===== src/rtl/blkio_pkg.sv =====
package blkio_pkg;
  typedef enum logic [1:0] {ST_IDLE, ST_FETCH, ST_STORE, ST_FIN} seq_state_t;

  typedef struct packed {
    logic to_port;   // 1: memory -> port
    logic down;      // 1: HL decrements
    logic again;     // 1: auto-repeat
  } xfer_cmd_t;

  localparam int FL_S  = 7;
  localparam int FL_Z  = 6;
  localparam int FL_H  = 4;
  localparam int FL_PV = 2;
  localparam int FL_N  = 1;
  localparam int FL_C  = 0;
endpackage


===== src/rtl/blkio_decode.sv =====
module blkio_decode
  import blkio_pkg::*;
(
  input  logic [7:0] op,
  output logic       op_ok,
  output xfer_cmd_t  cmd
);
  // Family of string I/O codes: 101x_x01x
  always_comb begin
    op_ok       = (op[7:5] == 3'b101) && (op[2:1] == 2'b01);
    cmd.to_port = op[0];
    cmd.down    = op[3];
    cmd.again   = op[4];
  end
endmodule


===== src/rtl/blkio_ctrl.sv =====
module blkio_ctrl
  import blkio_pkg::*;
#(
  parameter int TW       = 16,
  parameter int T_SINGLE = 16,
  parameter int T_REPEAT = 21
) (
  input  logic          clk,
  input  logic          rst_n,
  input  logic          start,
  input  logic          op_ok,
  input  xfer_cmd_t     cmd_in,
  input  logic          io_ready,
  input  logic          mem_ready,
  input  logic          b_last,
  output logic          load,
  output logic          cap,
  output logic          step,
  output xfer_cmd_t     cmd_q,
  output logic          io_req,
  output logic          io_we,
  output logic          mem_req,
  output logic          mem_we,
  output logic          busy,
  output logic          done,
  output logic [TW-1:0] tstates
);
  localparam logic [TW-1:0] COST_RPT = TW'(T_REPEAT);
  localparam logic [TW-1:0] COST_END = TW'(T_SINGLE);

  seq_state_t state_q, state_d;
  logic       hs, more;

  always_comb begin
    load    = (state_q == ST_IDLE) && start && op_ok;
    io_req  = ((state_q == ST_FETCH) && !cmd_q.to_port) ||
              ((state_q == ST_STORE) &&  cmd_q.to_port);
    mem_req = ((state_q == ST_FETCH) &&  cmd_q.to_port) ||
              ((state_q == ST_STORE) && !cmd_q.to_port);
    io_we   = io_req  && (state_q == ST_STORE);
    mem_we  = mem_req && (state_q == ST_STORE);
    hs      = (io_req && io_ready) || (mem_req && mem_ready);
    cap     = (state_q == ST_FETCH) && hs;
    step    = (state_q == ST_STORE) && hs;
    more    = cmd_q.again && !b_last;
    busy    = (state_q != ST_IDLE);
    done    = (state_q == ST_FIN);
  end

  always_comb begin
    state_d = state_q;
    case (state_q)
      ST_IDLE:  if (load) state_d = ST_FETCH;
      ST_FETCH: if (cap)  state_d = ST_STORE;
      ST_STORE: if (step) state_d = more ? ST_FETCH : ST_FIN;
      default:            state_d = ST_IDLE;
    endcase
  end

  always_ff @(posedge clk) begin
    if (!rst_n) begin
      state_q <= ST_IDLE;
      cmd_q   <= '0;
      tstates <= '0;
    end else begin
      state_q <= state_d;
      if (load) begin
        cmd_q   <= cmd_in;
        tstates <= '0;
      end else if (step) begin
        tstates <= tstates + (more ? COST_RPT : COST_END);
      end
    end
  end

  a_r9_one_channel: assert property (@(posedge clk) disable iff (!rst_n)
    !(io_req && mem_req));
  a_r8_done_single: assert property (@(posedge clk) disable iff (!rst_n)
    done |=> !done);
  a_r9_io_held: assert property (@(posedge clk) disable iff (!rst_n)
    (io_req && !io_ready) |=> (io_req && $stable(io_we)));
  a_r9_mem_held: assert property (@(posedge clk) disable iff (!rst_n)
    (mem_req && !mem_ready) |=> (mem_req && $stable(mem_we)));
  a_r1_busy_ignores: assert property (@(posedge clk) disable iff (!rst_n)
    (busy && !done && start) |=> busy);
  a_r7_total_floor: assert property (@(posedge clk) disable iff (!rst_n)
    done |-> (tstates >= COST_END));
endmodule


===== src/rtl/blkio_regs.sv =====
module blkio_regs
  import blkio_pkg::*;
#(
  parameter int AW = 16,
  parameter int DW = 8
) (
  input  logic          clk,
  input  logic          rst_n,
  input  logic          load,
  input  logic [AW-1:0] hl_in,
  input  logic [DW-1:0] b_in,
  input  logic [DW-1:0] c_in,
  input  logic [7:0]    f_in,
  input  logic          cap,
  input  logic [DW-1:0] rd_byte,
  input  logic          step,
  input  logic          down,
  output logic [AW-1:0] hl_q,
  output logic [DW-1:0] b_q,
  output logic [DW-1:0] c_q,
  output logic [7:0]    f_q,
  output logic [DW-1:0] data_q,
  output logic          b_last
);
  assign b_last = (b_q == DW'(1));

  always_ff @(posedge clk) begin
    if (!rst_n) begin
      hl_q   <= '0;
      b_q    <= '0;
      c_q    <= '0;
      f_q    <= '0;
      data_q <= '0;
    end else if (load) begin
      hl_q <= hl_in;
      b_q  <= b_in;
      c_q  <= c_in;
      f_q  <= f_in;
    end else begin
      if (cap) data_q <= rd_byte;
      if (step) begin
        b_q       <= b_q - DW'(1);
        hl_q      <= down ? (hl_q - AW'(1)) : (hl_q + AW'(1));
        f_q[FL_Z] <= b_last;
        f_q[FL_N] <= 1'b1;
      end
    end
  end

  a_r4_count_down: assert property (@(posedge clk) disable iff (!rst_n)
    step |=> (b_q == $past(b_q) - DW'(1)));
  a_r4_hl_up: assert property (@(posedge clk) disable iff (!rst_n)
    (step && !down) |=> (hl_q == $past(hl_q) + AW'(1)));
  a_r4_hl_down: assert property (@(posedge clk) disable iff (!rst_n)
    (step && down) |=> (hl_q == $past(hl_q) - AW'(1)));
  a_r4_port_fixed: assert property (@(posedge clk) disable iff (!rst_n)
    !load |=> $stable(c_q));
  a_r6_n_set: assert property (@(posedge clk) disable iff (!rst_n)
    step |=> f_q[FL_N]);
  a_r6_kept_bits: assert property (@(posedge clk) disable iff (!rst_n)
    !load |=> (f_q[FL_S] == $past(f_q[FL_S]) && f_q[FL_H] == $past(f_q[FL_H]) &&
               f_q[FL_PV] == $past(f_q[FL_PV]) && f_q[FL_C] == $past(f_q[FL_C])));
endmodule


===== src/rtl/blkio_seq.sv =====
module blkio_seq
  import blkio_pkg::*;
#(
  parameter int AW       = 16,
  parameter int DW       = 8,
  parameter int TW       = 16,
  parameter int T_SINGLE = 16,
  parameter int T_REPEAT = 21
) (
  input  logic            clk,
  input  logic            rst_n,
  input  logic            start,
  input  logic [7:0]      op_code,
  input  logic [AW-1:0]   hl_in,
  input  logic [DW-1:0]   b_in,
  input  logic [DW-1:0]   c_in,
  input  logic [7:0]      flags_in,
  output logic            io_req,
  output logic            io_we,
  output logic [2*DW-1:0] io_addr,
  output logic [DW-1:0]   io_wdata,
  input  logic [DW-1:0]   io_rdata,
  input  logic            io_ready,
  output logic            mem_req,
  output logic            mem_we,
  output logic [AW-1:0]   mem_addr,
  output logic [DW-1:0]   mem_wdata,
  input  logic [DW-1:0]   mem_rdata,
  input  logic            mem_ready,
  output logic [AW-1:0]   hl_out,
  output logic [DW-1:0]   b_out,
  output logic [DW-1:0]   c_out,
  output logic [7:0]      flags_out,
  output logic            busy,
  output logic            done,
  output logic [TW-1:0]   tstates
);
  logic          op_ok, load, cap, step, b_last;
  xfer_cmd_t     cmd_dec, cmd_q;
  logic [DW-1:0] rd_byte, data_q;

  blkio_decode u_decode (
    .op    (op_code),
    .op_ok (op_ok),
    .cmd   (cmd_dec)
  );

  blkio_ctrl #(
    .TW       (TW),
    .T_SINGLE (T_SINGLE),
    .T_REPEAT (T_REPEAT)
  ) u_ctrl (
    .clk       (clk),
    .rst_n     (rst_n),
    .start     (start),
    .op_ok     (op_ok),
    .cmd_in    (cmd_dec),
    .io_ready  (io_ready),
    .mem_ready (mem_ready),
    .b_last    (b_last),
    .load      (load),
    .cap       (cap),
    .step      (step),
    .cmd_q     (cmd_q),
    .io_req    (io_req),
    .io_we     (io_we),
    .mem_req   (mem_req),
    .mem_we    (mem_we),
    .busy      (busy),
    .done      (done),
    .tstates   (tstates)
  );

  assign rd_byte = cmd_q.to_port ? mem_rdata : io_rdata;

  blkio_regs #(
    .AW (AW),
    .DW (DW)
  ) u_regs (
    .clk     (clk),
    .rst_n   (rst_n),
    .load    (load),
    .hl_in   (hl_in),
    .b_in    (b_in),
    .c_in    (c_in),
    .f_in    (flags_in),
    .cap     (cap),
    .rd_byte (rd_byte),
    .step    (step),
    .down    (cmd_q.down),
    .hl_q    (hl_out),
    .b_q     (b_out),
    .c_q     (c_out),
    .f_q     (flags_out),
    .data_q  (data_q),
    .b_last  (b_last)
  );

  assign io_addr   = {b_out, c_out};
  assign io_wdata  = data_q;
  assign mem_addr  = hl_out;
  assign mem_wdata = data_q;

  a_r9_io_addr_held: assert property (@(posedge clk) disable iff (!rst_n)
    (io_req && !io_ready) |=> ($stable(io_addr) && $stable(io_wdata)));
  a_r9_mem_addr_held: assert property (@(posedge clk) disable iff (!rst_n)
    (mem_req && !mem_ready) |=> ($stable(mem_addr) && $stable(mem_wdata)));
  a_r5_final_zero: assert property (@(posedge clk) disable iff (!rst_n)
    done |-> (flags_out[FL_Z] == (b_out == '0)));
endmodule


===== config.mk =====
export PLATFORM = sky130hd
export DESIGN_NAME = blkio_seq
export DESIGN_NICKNAME = d
export VERILOG_FILES = /design/src/rtl/blkio_pkg.sv /design/src/rtl/blkio_decode.sv /design/src/rtl/blkio_ctrl.sv /design/src/rtl/blkio_regs.sv /design/src/rtl/blkio_seq.sv
export SDC_FILE = /design/constraint.sdc
export NUM_CORES = 1
export LEC_CHECK = 0
export BUFFER_PORTS_ARGS = -buffer_cell sky130_fd_sc_hd__buf_2
export CORE_UTILIZATION = 45
export DETAILED_ROUTE_END_ITERATION = 10
export PLACE_DENSITY_LB_ADDON = 0.25
export REMOVE_ABC_BUFFERS = 1
export SLEW_MARGIN = 20
export SYNTH_ARGS = -nofsm -noshare
export SYNTH_HDL_FRONTEND = slang
export SYNTH_HIERARCHICAL = 1
export SYNTH_SLANG_ARGS = --single-unit

===== constraint.sdc =====
create_clock -name clk -period 4 [get_ports clk]
set_clock_uncertainty 0.05 [all_clocks]
set_input_delay 0.2 -clock clk [delete_from_list [all_inputs] [get_ports clk]]
set_output_delay 0.2 -clock clk [all_outputs]
set_load 0.03 [all_outputs]

# ---- Yosys cells after proc, flatten, opt, wreduce, memory -nomap -nowiden
# Index checks and enable logic that the tools add are counted.
dict set report op_classes {
  n_bitwise 2
  eq_ne 9
  muxes 16
  add_sub_neg 4
  reduce_logical 25
}
# operator n
set op_table {}
lappend op_table {{2-to-1 mux 16 bit} 3}
lappend op_table {{2-to-1 mux 8 bit} 3}
lappend op_table {{adder 16 x 1 -> 16 bit, second input constant} 1}
lappend op_table {{adder 16 bit} 1}
lappend op_table {{subtractor 16 x 1 -> 16 bit, second input constant} 1}
lappend op_table {{logical AND 1 bit} 14}
lappend op_table {{== test 8 x 1 -> 1 bit, second input constant} 1}
lappend op_table {{2-to-1 mux 2 bit} 4}
lappend op_table {{subtractor 8 x 1 -> 8 bit, second input constant} 1}
lappend op_table {{inequality test 2 bit, second input constant} 3}
lappend op_table {{case mux 2 bit (3 select lines)} 1}
lappend op_table {{== test 2 x 1 -> 1 bit, second input constant} 2}
lappend op_table {{== test 2 bit, second input constant} 2}
lappend op_table {{2-to-1 mux 1 bit} 4}
lappend op_table {{nonzero test 2 bit} 2}
lappend op_table {{== test 3 bit, second input constant} 1}
lappend op_table {{logical OR 1 bit} 3}
lappend op_table {{2-to-1 mux 3 bit} 1}
lappend op_table {{AND reduction 3 bit} 1}
lappend op_table {{zero test 1 bit} 2}
lappend op_table {{zero test 2 bit} 1}
lappend op_table {{NOT 1 bit} 2}
lappend op_table {{AND reduction 2 bit} 1}
lappend op_table {{OR reduction 2 bit} 1}
dict set report totals {
  ff_bits 69
  wordCells 67
  inputBits 69
  output_inout_bits 110
}

# ---- Longest topological paths before layout
dict set report depth {
  ltp_word 8
  depth_mapped 11
  depth_no_buf 10
}

# ---- Cells and area by module
# The synthesis kept the hierarchy.
# mod area_each_um2 seq_area_each_um2 instances cells_each
set by_module_without_submodules {}
lappend by_module_without_submodules {blkio_regs 2703.8 960.9 1 317}
lappend by_module_without_submodules {blkio_ctrl 1153.6 420.4 1 134}
lappend by_module_without_submodules {blkio_seq 431.7 0.0 1 49}
lappend by_module_without_submodules {blkio_decode 35.0 0.0 1 5}

# ---- Worst setup path before layout
# No wires, ideal clock.
dict set report synth_timing {
  kind {register to register}
  from {reg u_regs.b_q[2]}
  to {reg u_ctrl.tstates[12]}
  setup_slack_ns 1.186
  t_arrival_ns 2.650
  stages_incl_launch_ff 10
  synth_period_minus_slack_ns 2.814
  required_time_ns 3.835
  setup_ns 0.115
  path_cell_list {dfxtp_1 > or4_4 > nor4b_2 > and2b_4 > and2_2 > ha_1 > a31oi_1 > and3_1 > nor3_1 > o21a_1}
}
dict set report synth_between {
  elab_chain_cells 5
}
# item line
set synth_rtl {}
lappend synth_rtl {{from (decl)} blkio_regs.sv:19} ;# output logic [DW-1:0] b_q,
lappend synth_rtl {{from (signal assigned)} blkio_regs.sv:36} ;# b_q <= b_in;
lappend synth_rtl {{from (signal assigned)} blkio_regs.sv:42} ;# b_q <= b_q - DW'(1);
lappend synth_rtl {{== test 8 x 1 -> 1 bit} blkio_regs.sv:25} ;# assign b_last = (b_q == DW'(1));
lappend synth_rtl {{via b_last} blkio_seq.sv:38} ;# logic op_ok, load, cap, step, b_last;
lappend synth_rtl {{zero test 1 bit} blkio_ctrl.sv:45} ;# more = cmd_q.again && !b_last;
lappend synth_rtl {{logical AND 1 bit} blkio_ctrl.sv:45}
lappend synth_rtl {{2-to-1 mux 3 bit} blkio_ctrl.sv:71} ;# tstates <= tstates + (more ? COST_RPT : COST_END);
lappend synth_rtl {{adder 16 bit} blkio_ctrl.sv:71}
lappend synth_rtl {{to (signal assigned)} blkio_ctrl.sv:71}
lappend synth_rtl {{to (decl)} blkio_ctrl.sv:26} ;# output logic [TW-1:0] tstates
# The timed path passes the listed nets, and every way through them passes these cells.
# A chain may end at the register's enable or synchronous reset.

# ---- Worst setup path in the final report
dict set report layout_timing {
  from {reg u_ctrl.state_q[1]}
  to {reg u_regs.hl_q[15]}
}
dict set report layout_between {
  elab_chain_cells 7
  word_cells_on_any_way 17
  cone_classes {2 x eq/ne; 1 x mux; 14 x reduce/logical}
}
# item line
set layout_rtl {}
lappend layout_rtl {{from (decl)} blkio_ctrl.sv:31} ;# seq_state_t state_q, state_d;
lappend layout_rtl {{from (signal assigned)} blkio_ctrl.sv:66} ;# state_q <= state_d;
lappend layout_rtl {{== test 2 x 1 -> 1 bit or == test 2 bit (tied branches)} -}
lappend layout_rtl {{logical AND 1 bit, on equally long branches} -}
lappend layout_rtl {{logical OR 1 bit, on equally long branches} {blkio_ctrl.sv:36, blkio_ctrl.sv:38}}
lappend layout_rtl {{logical AND 1 bit} blkio_ctrl.sv:42} ;# hs = (io_req && io_ready) || (mem_req && mem_ready);
lappend layout_rtl {{logical OR 1 bit} blkio_ctrl.sv:42}
lappend layout_rtl {{logical AND 1 bit *} blkio_ctrl.sv:44} ;# step = (state_q == ST_STORE) && hs;
lappend layout_rtl {{via step} blkio_seq.sv:38}
lappend layout_rtl {{nonzero test 2 bit (no line) *} -}
lappend layout_rtl {{to (signal assigned)} blkio_regs.sv:35} ;# hl_q <= hl_in;
lappend layout_rtl {{to (signal assigned)} blkio_regs.sv:43} ;# hl_q <= down ? (hl_q - AW'(1)) : (hl_q + AW'(1));
lappend layout_rtl {{to (decl)} blkio_regs.sv:18} ;# output logic [AW-1:0] hl_q,
# Mark *: on every way through the listed nets, which the timed path passes. The rest lies on a longest branch.

==> impl_results.md <==
- Final hold vios: 0
- Reg2reg end: u_regs/hl_q[15]
- Peak VDD IR: ~0.00014 V
- Leading area contributor after synthesis: dfxtp_1
- Power Density: 275 nW/µm²
- Ant diodes: 0
- Post-DP HPWL: just under 8000 µm
- Status: finished, final reports clean
- WS Path Type: flip-flop to flip-flop
- Detail Route Antenna Nets: 0
- Critical path's largest stage delay: between 0.6 and 0.7 ns
- Critical-path top delay cell: inv_1
- WHS Path Cells: 3
- # IOs: between 150 and 200
- Core Area: 9280 µm²
- Global Route Usage Sum: 0.210
- Place WS: about 1.1 ns
- RSZ-0062 raised after global routing: false
- Cell count after synthesis: 505
- Die ar.: 10000 µm²
- Post-Synth XOR/XNOR Area: 0.0385
- Register-to-register setup slack: around 1.1 ns
- Final Setup Violations: 0
- Post-synth ARST share: 0
- Final setup margin: 1.05 ns
- Post-route insts no fill: 764
- Hold Buf Count CTS: 0
- Crit share post-route: 0.737
- Placed Instances: roughly 750
- Fill count: 917
- Setup Buffers After CTS: 0
- Synth cell count leaders: dfxtp_1 (69), nor2_1 (54), buf_4 (44)
- Largest net degree at the start of global routing: 49
- Clock sink total: 69
- Post-layout min period: 2.95 ns
- Most common cell in the synthesized netlist: dfxtp_1
- Worst skew pair latency: ~0.34 ns
- Post-Route WL: about 11000 µm
- # DRC: 0
- First-pass GRT wire length: 16600 µm
- H-Tree Depth: 3
- PostCTS Resize Cnt: 0
- Worst-Margin Slew: 0.916 ns
- Post-Synthesis Mean Instance Area: roughly 8.6 µm²
- Area growth syn-to-layout: 20.2%
- RePlAce Congestion: ~0.9
- Syn. warnings: 6
- Initial core utilization: 0.466
- Hold path start: flags_in[3]
- Wire per inst: about 14 µm
- Static Leakage: around 2.5 nW
- Die width: between 100 and 150 µm
- Register area share after synthesis: 0.319
- # rows: 35
- CTS tree: yes
- Hold Path End: u_regs/f_q[3]
- Synth Area in Compound Gates: 0.154
- Simple-Gate Fraction of Synth Area: 0.211
- Count of cell types in the netlist: 67
- Layout cells sized above 1: 0.353
- Root Buffer: clkbuf_8
- Vias in the first global route: 3423
- Required @ worst endpoint: 4.18 ns
- Post-synthesis mux area share: 0.114
- Pre-antenna DRT Iters: 4
- EDFF count, synth: 0
- Max FO, Critical Path: 23
- Top_reg_cell synth: dfxtp_1
- Post-synth top area share: 0.319
- Main combinational cell family by area after synthesis: simple AND/OR/NAND/NOR gates
- Max Fclk: between 300 and 400 MHz
- Vias after detailed routing: 3995
- Max-cap check violation count: 0
- Nets: 717
- DR iter-0 viols: 216
- Top cells by area, synth: dfxtp_1 (32%), mux2i_1 (8.1%), buf_4 (7.6%)
- CP bufs+invs: 2
- Power Total: roughly 0.0014 W
- Worst setup SP type: flip-flop
- R2R Path Start: u_ctrl/state_q[1]
- Final-report max-slew violation count: 0
- Initial antenna violation count: 0
- Total grt overflow: 0
- Hold_ws: 0.0444 ns
- Clock-pin slew on the worst setup and hold paths: 0.08 ns
- TritonCTS buffer count: 9
- Worst Setup End Kind: flip-flop
- Vias per cell: 5.23
- Die H: 100 µm
- Worst-case reg-to-reg path depth: 8
- Critical-path cell list: nor2b_1 > nand2_1 > inv_1 > inv_1 > nand3_1 > a21oi_1 > a21oi_1 > or3b_1
- CP Data Arrival Time: between 3 and 4 ns
- Hold crit path type: primary input to flip-flop
- Slew headroom: 0.389
- Crit path max-delay family: buffers and inverters
- Number of I/O port buffers: 178
- FF+latch count, synth: ~70
- Clock Tree Buf Depth: 2
- Mapped Area: 4320 µm²
- Synth Area in Adders: 0.0538
-- area by class of cell --
class	instances	area [µm²]	share of cell area
Multi-Input combinational cell	359	2480	0.478
Sequential cell	69	1380	0.266
Timing Repair Buffer	181	913	0.176
Clock buffer	12	165	0.0318
Tap cell	129	161	0.0311
Clock inverter	4	53.8	0.0104
Inverter	10	37.5	0.00722
-- state kept, by name (all words and copies together) (netlist names) --
| register | cells |
|---|---|
| u_regs/f_q | 8 |
| u_ctrl/tstates | 16 |
| u_ctrl/state_q | 2 |
| u_regs/c_q | 8 |
| u_regs/b_q | 8 |
| u_ctrl/cmd_q | 3 |
| u_regs/hl_q | 16 |
| u_regs/data_q | 8 |
-- layout by cell type, fill, tap and decap left out, drive strengths merged, types with 3 or more instances in the layout --
cell,n
mux2,10
mux2i,35
a21oi,42
a21o,9
nor3,8
or4,4
nand3,11
a31oi,4
o21ai,18
o31ai,3
o22ai,5
and3,14
o211ai,3
and4,4
nor4,3
nor2,54
o21a,3
dfxtp,69
or3,10
nand4b,4
nand2,34
buf,181
a211oi,7
and2,6
inv,10
xnor2,14
xor2,5
nand4,4
clkbuf,12
ha,17
-- power breakdown --
group / switching, W / internal, W
Sequential: 0.00000572 / 0.000691
Combinational: 0.0000629 / 0.0000515
Clock: 0.000275 / 0.000341
Total: 0.000343 / 0.00108
-- how the worst max path moves through the flow --
stage	from	to	cells past startpoint
3_3_place_gp	u_regs/b_q[2]	u_ctrl/tstates[12]	9
2_1_floorplan	u_ctrl/state_q[0]	u_regs/hl_q[15]	6
3_5_place_dp	u_regs/b_q[2]	u_ctrl/tstates[12]	9
6_report	u_ctrl/state_q[1]	u_regs/hl_q[15]	8
4_1_cts	u_regs/b_q[2]	u_ctrl/tstates[12]	9
5_1_grt	u_ctrl/state_q[1]	u_regs/hl_q[15]	8
-- stage by stage --
step | instance area [µm²] | util | setup TNS, ns
floorplan | 3890 | - | -156.22
global placement | 4980 | 0.536 | 0
detailed placement | 4980 | 0.536 | 0
CTS | 5200 | 0.560 | 0
global route | 5200 | 0.560 | 0
finish | 5200 | 0.560 | 0
-- cell families (layout without fill, tap and decap cells) --
family / after synthesis / count (layout)
compound gates: 105 / 105
buf+inv: 77 / 207
simple gates: 172 / 172
mux: 45 / 45
xor+xnor: 19 / 19
fa+ha+maj: 18 / 18
flops: 69 / 69
-- metal layers --
metal  part of all wire  up-vias  global-route usage
met4             0.0092        0              0.0758
met1               0.45     1829               0.269
met5                  0        -                   0
met2               0.48      146               0.357
li1                   -     2013                   -
met3              0.060        7              0.0320
-- worst register-to-register path, stage by stage, from the launching register on --
cell     delay [ns]
dfxtp_1        0.51
nor2b_1        0.27
nand2_1        0.16
inv_1          0.65
inv_1          0.43
nand3_1        0.19
a21oi_1        0.09
a21oi_1        0.16
or3b_1         0.35
Note: power is estimated with default switching activity, not from simulation.
